[config.mk]
export PLATFORM = sky130hd
export DESIGN_NAME = pause_frame_detector
export DESIGN_NICKNAME = d
export VERILOG_FILES = /design/src/rtl/pfd_pkg.sv /design/src/rtl/pfd_match.sv /design/src/rtl/pfd_capture.sv /design/src/rtl/pause_frame_detector.sv
export SDC_FILE = /design/constraint.sdc
export NUM_CORES = 1
export LEC_CHECK = 0
export ABC_CLOCK_PERIOD_IN_PS = 3300
export BUFFER_PORTS_ARGS = -buffer_cell sky130_fd_sc_hd__buf_2
export CORE_ASPECT_RATIO = 0.6
export CORE_MARGIN = 4
export CORE_UTILIZATION = 52
export DETAILED_ROUTE_END_ITERATION = 8
export GPL_TIMING_DRIVEN = 0
export PLACE_DENSITY = 0.81
export SYNTH_ARGS = -nofsm -noshare
export SYNTH_HDL_FRONTEND = slang
export SYNTH_SLANG_ARGS = --single-unit
[constraint.sdc]
create_clock -name clk -period 3.3 [get_ports clk]
set_input_delay 0.66 -clock clk [delete_from_list [all_inputs] [get_ports clk]]
set_output_delay 0.66 -clock clk [all_outputs]
set_load 0.03 [all_outputs]
[src/rtl/pfd_pkg.sv]
package pfd_pkg;
  localparam int ADDR_BYTES = 6;
  localparam int ADDR_W     = 8 * ADDR_BYTES;
  localparam logic [ADDR_W-1:0] MC_ADDR = 48'h0180_C200_0001;
  localparam logic [15:0] CTRL_TYPE = 16'h8808;
  localparam logic [15:0] PAUSE_OPC = 16'h0001;
  localparam int TYPE_POS  = 12;
  localparam int OPC_POS   = 14;
  localparam int TIME_POS  = 16;
  localparam int FRAME_MIN = 18;
  localparam int IDX_W     = $clog2(FRAME_MIN) + 1;
  localparam logic [IDX_W-1:0] IDX_MAX = {IDX_W{1'b1}};
endpackage

[src/rtl/pfd_match.sv]
module pfd_match
  import pfd_pkg::*;
(
  input  logic [IDX_W-1:0]  idx,
  input  logic [7:0]        data,
  input  logic [ADDR_W-1:0] station_addr,
  output logic              prog_hit,
  output logic              mc_hit,
  output logic              hdr_hit
);
  logic [7:0] prog_exp [ADDR_BYTES];
  logic [7:0] mc_exp   [ADDR_BYTES];

  for (genvar g = 0; g < ADDR_BYTES; g++) begin : g_addr
    assign prog_exp[g] = station_addr[8*(ADDR_BYTES-1-g) +: 8];
    assign mc_exp[g]   = MC_ADDR[8*(ADDR_BYTES-1-g) +: 8];
  end

  always_comb begin
    prog_hit = 1'b1;
    mc_hit   = 1'b1;
    for (int k = 0; k < ADDR_BYTES; k++) begin
      if (idx == IDX_W'(k)) begin
        prog_hit = (data == prog_exp[k]);
        mc_hit   = (data == mc_exp[k]);
      end
    end
  end

  always_comb begin
    hdr_hit = 1'b1;
    if (idx == IDX_W'(TYPE_POS))     hdr_hit = (data == CTRL_TYPE[15:8]);
    if (idx == IDX_W'(TYPE_POS + 1)) hdr_hit = (data == CTRL_TYPE[7:0]);
    if (idx == IDX_W'(OPC_POS))      hdr_hit = (data == PAUSE_OPC[15:8]);
    if (idx == IDX_W'(OPC_POS + 1))  hdr_hit = (data == PAUSE_OPC[7:0]);
  end
endmodule

[src/rtl/pfd_capture.sv]
module pfd_capture
  import pfd_pkg::*;
(
  input  logic             clk,
  input  logic             rst_n,
  input  logic             take,
  input  logic [IDX_W-1:0] idx,
  input  logic [7:0]       data,
  output logic [15:0]      time_word
);
  logic [7:0] hi_q, lo_q;
  logic       at_hi, at_lo;

  assign at_hi = (idx == IDX_W'(TIME_POS));
  assign at_lo = (idx == IDX_W'(TIME_POS + 1));

  always_ff @(posedge clk) begin
    if (!rst_n) begin
      hi_q <= '0;
      lo_q <= '0;
    end else if (take) begin
      if (at_hi) hi_q <= data;
      if (at_lo) lo_q <= data;
    end
  end

  assign time_word = {at_hi ? data : hi_q, at_lo ? data : lo_q};
endmodule

[src/rtl/pause_frame_detector.sv]
module pause_frame_detector
  import pfd_pkg::*;
(
  input  logic              clk,
  input  logic              rst_n,
  input  logic              rx_valid,
  output logic              rx_ready,
  input  logic [7:0]        rx_data,
  input  logic              rx_sof,
  input  logic              rx_eof,
  input  logic              rx_fcs_ok,
  input  logic              rx_err,
  input  logic [ADDR_W-1:0] station_addr,
  input  logic              full_duplex,
  output logic              pause_irq,
  output logic              pause_load,
  output logic [15:0]       pause_time,
  output logic              stat_inc
);
  logic             in_frame_q;
  logic [IDX_W-1:0] idx_q, idx_cur;
  logic             prog_q, mc_q, hdr_q, err_q;
  logic             prog_n, mc_n, hdr_n, err_n;
  logic             prog_hit, mc_hit, hdr_hit;
  logic             take, verdict;
  logic [15:0]      time_word;

  assign rx_ready = 1'b1;
  assign take     = rx_valid && (rx_sof || in_frame_q);
  assign idx_cur  = rx_sof ? '0 : idx_q;

  pfd_match u_match (
    .idx(idx_cur), .data(rx_data), .station_addr(station_addr),
    .prog_hit(prog_hit), .mc_hit(mc_hit), .hdr_hit(hdr_hit)
  );

  pfd_capture u_cap (
    .clk(clk), .rst_n(rst_n), .take(take), .idx(idx_cur),
    .data(rx_data), .time_word(time_word)
  );

  // running verdicts including the current beat
  assign prog_n = (rx_sof | prog_q) & prog_hit;
  assign mc_n   = (rx_sof | mc_q) & mc_hit;
  assign hdr_n  = (rx_sof | hdr_q) & hdr_hit;
  assign err_n  = (~rx_sof & err_q) | rx_err;
  assign verdict = take && rx_eof && rx_fcs_ok && !err_n && hdr_n &&
                   (prog_n || mc_n) && (idx_cur >= IDX_W'(FRAME_MIN - 1));

  always_ff @(posedge clk) begin
    if (!rst_n) begin
      in_frame_q <= 1'b0;
      idx_q      <= '0;
      prog_q     <= 1'b0;
      mc_q       <= 1'b0;
      hdr_q      <= 1'b0;
      err_q      <= 1'b0;
    end else if (take) begin
      in_frame_q <= !rx_eof;
      idx_q      <= (idx_cur == IDX_MAX) ? IDX_MAX : idx_cur + 1'b1;
      prog_q     <= prog_n;
      mc_q       <= mc_n;
      hdr_q      <= hdr_n;
      err_q      <= err_n;
    end
  end

  always_ff @(posedge clk) begin
    if (!rst_n) begin
      pause_irq  <= 1'b0;
      pause_load <= 1'b0;
      stat_inc   <= 1'b0;
      pause_time <= '0;
    end else begin
      pause_irq  <= verdict;
      stat_inc   <= verdict;
      pause_load <= verdict && full_duplex;
      if (verdict) pause_time <= time_word;
    end
  end
endmodule

==> summary.md <==
| Metric | Value |
|---|---|
| Placed Instances | 488 |
| Reg2reg path depth | 10 |
| Final Skew | 0.007567 ns |
| Area leader, netlist | dfxtp_1 |
| Adder-cell area share of the yosys netlist | 1.311% |
| Mapped Avg Cell Area | 8.371 µm² |
| Starting DRT DRC Count | 197 |
| Mux cell area share after synthesis | 5.594% |
| Power after layout | 1176 µW |
| Post-Route WL | 8344 µm |
| Area Growth Syn to Fin | 20.50% |
| FILL cells | 441 |
| Post-Synthesis Cells | 342 |
| Largest family of logic cells by synthesized area | compound AO/OA/AOI/OAI gates |
| Setup TNS | 0 ns |
| Initial antenna violation count | 0 |
| Vias in the first global route | 2675 |
| Clock Pin Slew Worst Setup and Hold Paths | 0.08 ns |
| Vias | 2823 |
| Mapped Nets | 409 |
| Hpwl dp | 6445 µm |
| Pre-Repair DR Iteration Count | 5 |
| Largest net degree at the start of global routing | 14 |
| Worst R2R Setup Slack | 0.73 ns |
| F_max | 328.1 MHz |
| # nets final | 496 |
| Maximum Capacitance Violations | 0 |
| Port Buffers | 80 |
| Yosys warns | 0 |
| GPL Wtd Cong | 0.9573 |
| Worst R2R Start | idx_q[0]$_SDFFE_PN0P_ |
| Crit path max-delay cell type | clkbuf_1 |
| Worst Hold Path Cells | 2 |
| Drc violations | 0 |
| Vias per inst | 5.703 |
| CP Data Required Time | 3.48 ns |
| Rows | 20 |
| Gr ovfl total | 0 |
| Clk buf depth | 2 |
| DIE WIDTH | 103.8 µm |
| Ant. Diodes | 0 |
| Worst Max-Slew Pin Slew | 0.6050 ns |
| Worst vdd ir | 0.1872 mV |
| Ys async rst share | 0% |
| Outcome | complete, no violations |
| Worst EP arrival | 3.23 ns |
| Layout cells sized above 1 | 28.90% |
| Die area | 6796 µm² |
| Slowest Stage Delay on Critical Path | 0.44 ns |
| Netlist cell types | 55 |
| Gr usage total | 24.74% |
| # Post-CTS Setup Buffers | 0 |
| CP Cell Sequence | buf_2 -> clkbuf_1 -> nand2b_1 -> ha_1 -> buf_2 -> inv_1 -> a31oi_1 -> o21ai_1 -> or2_1 -> o211ai_2 -> buf_6 -> o22ai_2 |
| Initial Utilization | 55.27% |
| RSZ-0062 raised after global routing | false |
| Worst rel slew slack | 59.66% |
| Synth area leaders | dfxtp_1 31%, xor2_1 13%, mux2i_1 5.6%, a21oi_1 5.2%, nand2_1 4.9% |
| Chip height | 65.48 µm |
| Post-synthesis share of cell area spent on and, or, nand and nor gates | 18.23% |
| CTS tree | done |
| EDFF count, synth | 0 |
| Post-DRT Antenna Nets | 0 |
| Slew Viols, Final | 0 |
| FF+latch count, synth | 45 |
| Routed len/inst | 16.86 µm |
| Clock Latency Late Sink | 0.30 ns |
| Most frequent cells in the layout | 92 x buf_2, 45 x dfxtp_1, 44 x xor2_1, 37 x nand2_1, 30 x a21oi_1 |
| Setup violators final | 0 |
| Dominant synthesized flop cell | dfxtp_1 |
| Finished Layout Cells | 495 |
| PD cells | 340.8 nW/µm² |
| Worst path most repeated cell | buf_2 |
| Most common cell after layout, fill and taps aside | buf_2 |
| XOR/XNOR Fraction of Synth Area | 14.99% |
| Root Driver | clkbuf_8 |
| Mapped cell area | 2863 µm² |
| Hold_ws | 0.4578 ns |
| Crit path from | rx_sof |
| IO Count | 84 |
| Post-synthesis sequential area ratio | 31.47% |
| Final period util | 92.37% |
| Startpoint Class | primary input |
| Largest fanout on the critical path | 10 |
| Final worst path period need | 3.048 ns |
| Post-cts resize count | 0 |
| Share of the synthesized area in the top cell type | 31.47% |
| Total CTS buffers | 5 |
| Sink Count | 45 |
| Crit path kind | primary input to flip-flop |
| Pleak | 0.001538 µW |
| Hold buffer count at CTS | 0 |
| Critical path endpoint | pause_time[0]$_SDFFE_PN0P_ |
| Synth Area in Compound Gates | 20.28% |
| Core area | 5180 µm² |
| R2r endpoint | pause_time[0]$_SDFFE_PN0P_ |
| Worst setup EP type | flip-flop |
| Final Hold Fails | 0 |
| Type of the tightest min-delay check | flip-flop to flip-flop |
| Hold Path Origin | u_cap.lo_q[1]$_SDFFE_PN0P_ |
| First-pass GRT wire length | 13450 µm |
| H-tree Lvls | 2 |
-- cell families (layout without fill, tap and decap cells) --
logic type                 count (synthesis)  count (layout)
other                                      1               1
xor gates and xnor gates                  49              49
DFF                                       45              45
muxes                                     16              16
buffers and inverters                     49             136
adders and majority gates                  3               3
AOI/OAI and AO/OA                         83              83
and+or+nand+nor                           96              96
-- metrics by stage --
stage               area, µm²  utilization (%)  worst slack (ns)
finish                   3450            66.59            0.2517
floorplan                2863                -            0.5597
CTS                      3450            66.59            0.2892
global placement         3346            64.59           0.06032
detailed placement       3346            64.59          -0.02193
global route             3450            66.59           0.05142
-- worst min path at each step --
stage                                             end
after floorplan            u_cap.hi_q[0]$_SDFFE_PN0P_
after global placement    pause_time[15]$_SDFFE_PN0P_
after detailed placement   u_cap.lo_q[2]$_SDFFE_PN0P_
after CTS                  u_cap.lo_q[2]$_SDFFE_PN0P_
after global routing       u_cap.lo_q[2]$_SDFFE_PN0P_
final                      u_cap.lo_q[1]$_SDFFE_PN0P_
-- flip-flops by register name, summed over array words and instances, names as in the netlist --
register and flops:
u_cap.hi_q 8, in_frame_q 1, stat_inc 1, err_q 1
pause_load 1, pause_time 16, hdr_q 1, u_cap.lo_q 8
mc_q 1, prog_q 1, idx_q 6
-- Yosys cell counts, drive strengths merged (3+ instances only) --
cell    instances
dfxtp          45
nor4           13
a31oi           4
xor2           44
a21oi          30
buf            17
inv            26
clkbuf          6
mux2i          16
nand2          39
o21ai          12
o22ai          16
nor2           13
nand3           5
xnor2           5
nor3            9
nor2b           4
ha              3
-- layout make-up --
cell class	instances	area [µm²]	share of cell area [%]
clock buffer	5	68.82	1.995
sequential	45	900.9	26.12
inverter	26	97.59	2.829
clock inverter	2	35.03	1.016
multi-input combinational	248	1733	50.24
timing repair buffer	80	400.4	11.61
buffer	23	131.4	3.808
tap	66	82.58	2.394
-- report_power, final --
group	internal, µW	leakage (µW)	switching [µW]	total (µW)
Clock	220	0.0000540	187	407
Sequential	549	0.000364	5.30	554
Combinational	86.1	0.00112	128	214
-- critical path: cells and delay by family --
| family | cells | cell delay (ns) |
|---|---|---|
| buffers and inverters | 5 | 1.28 |
| AOI/OAI and AO/OA | 4 | 0.63 |
| and+or+nand+nor | 2 | 0.50 |
| adders and majority gates | 1 | 0.15 |
-- metal layers --
metal  up-vias  global-route usage [%]  routed length (µm)
met2       146                   38.93                3590
met3        12                   6.379                 822
met1      1300                   34.32                3849
li1       1365                       -                   -
met5         -                       0                   0
met4         0                   5.804                  80
(Power assumes the default switching activity.)
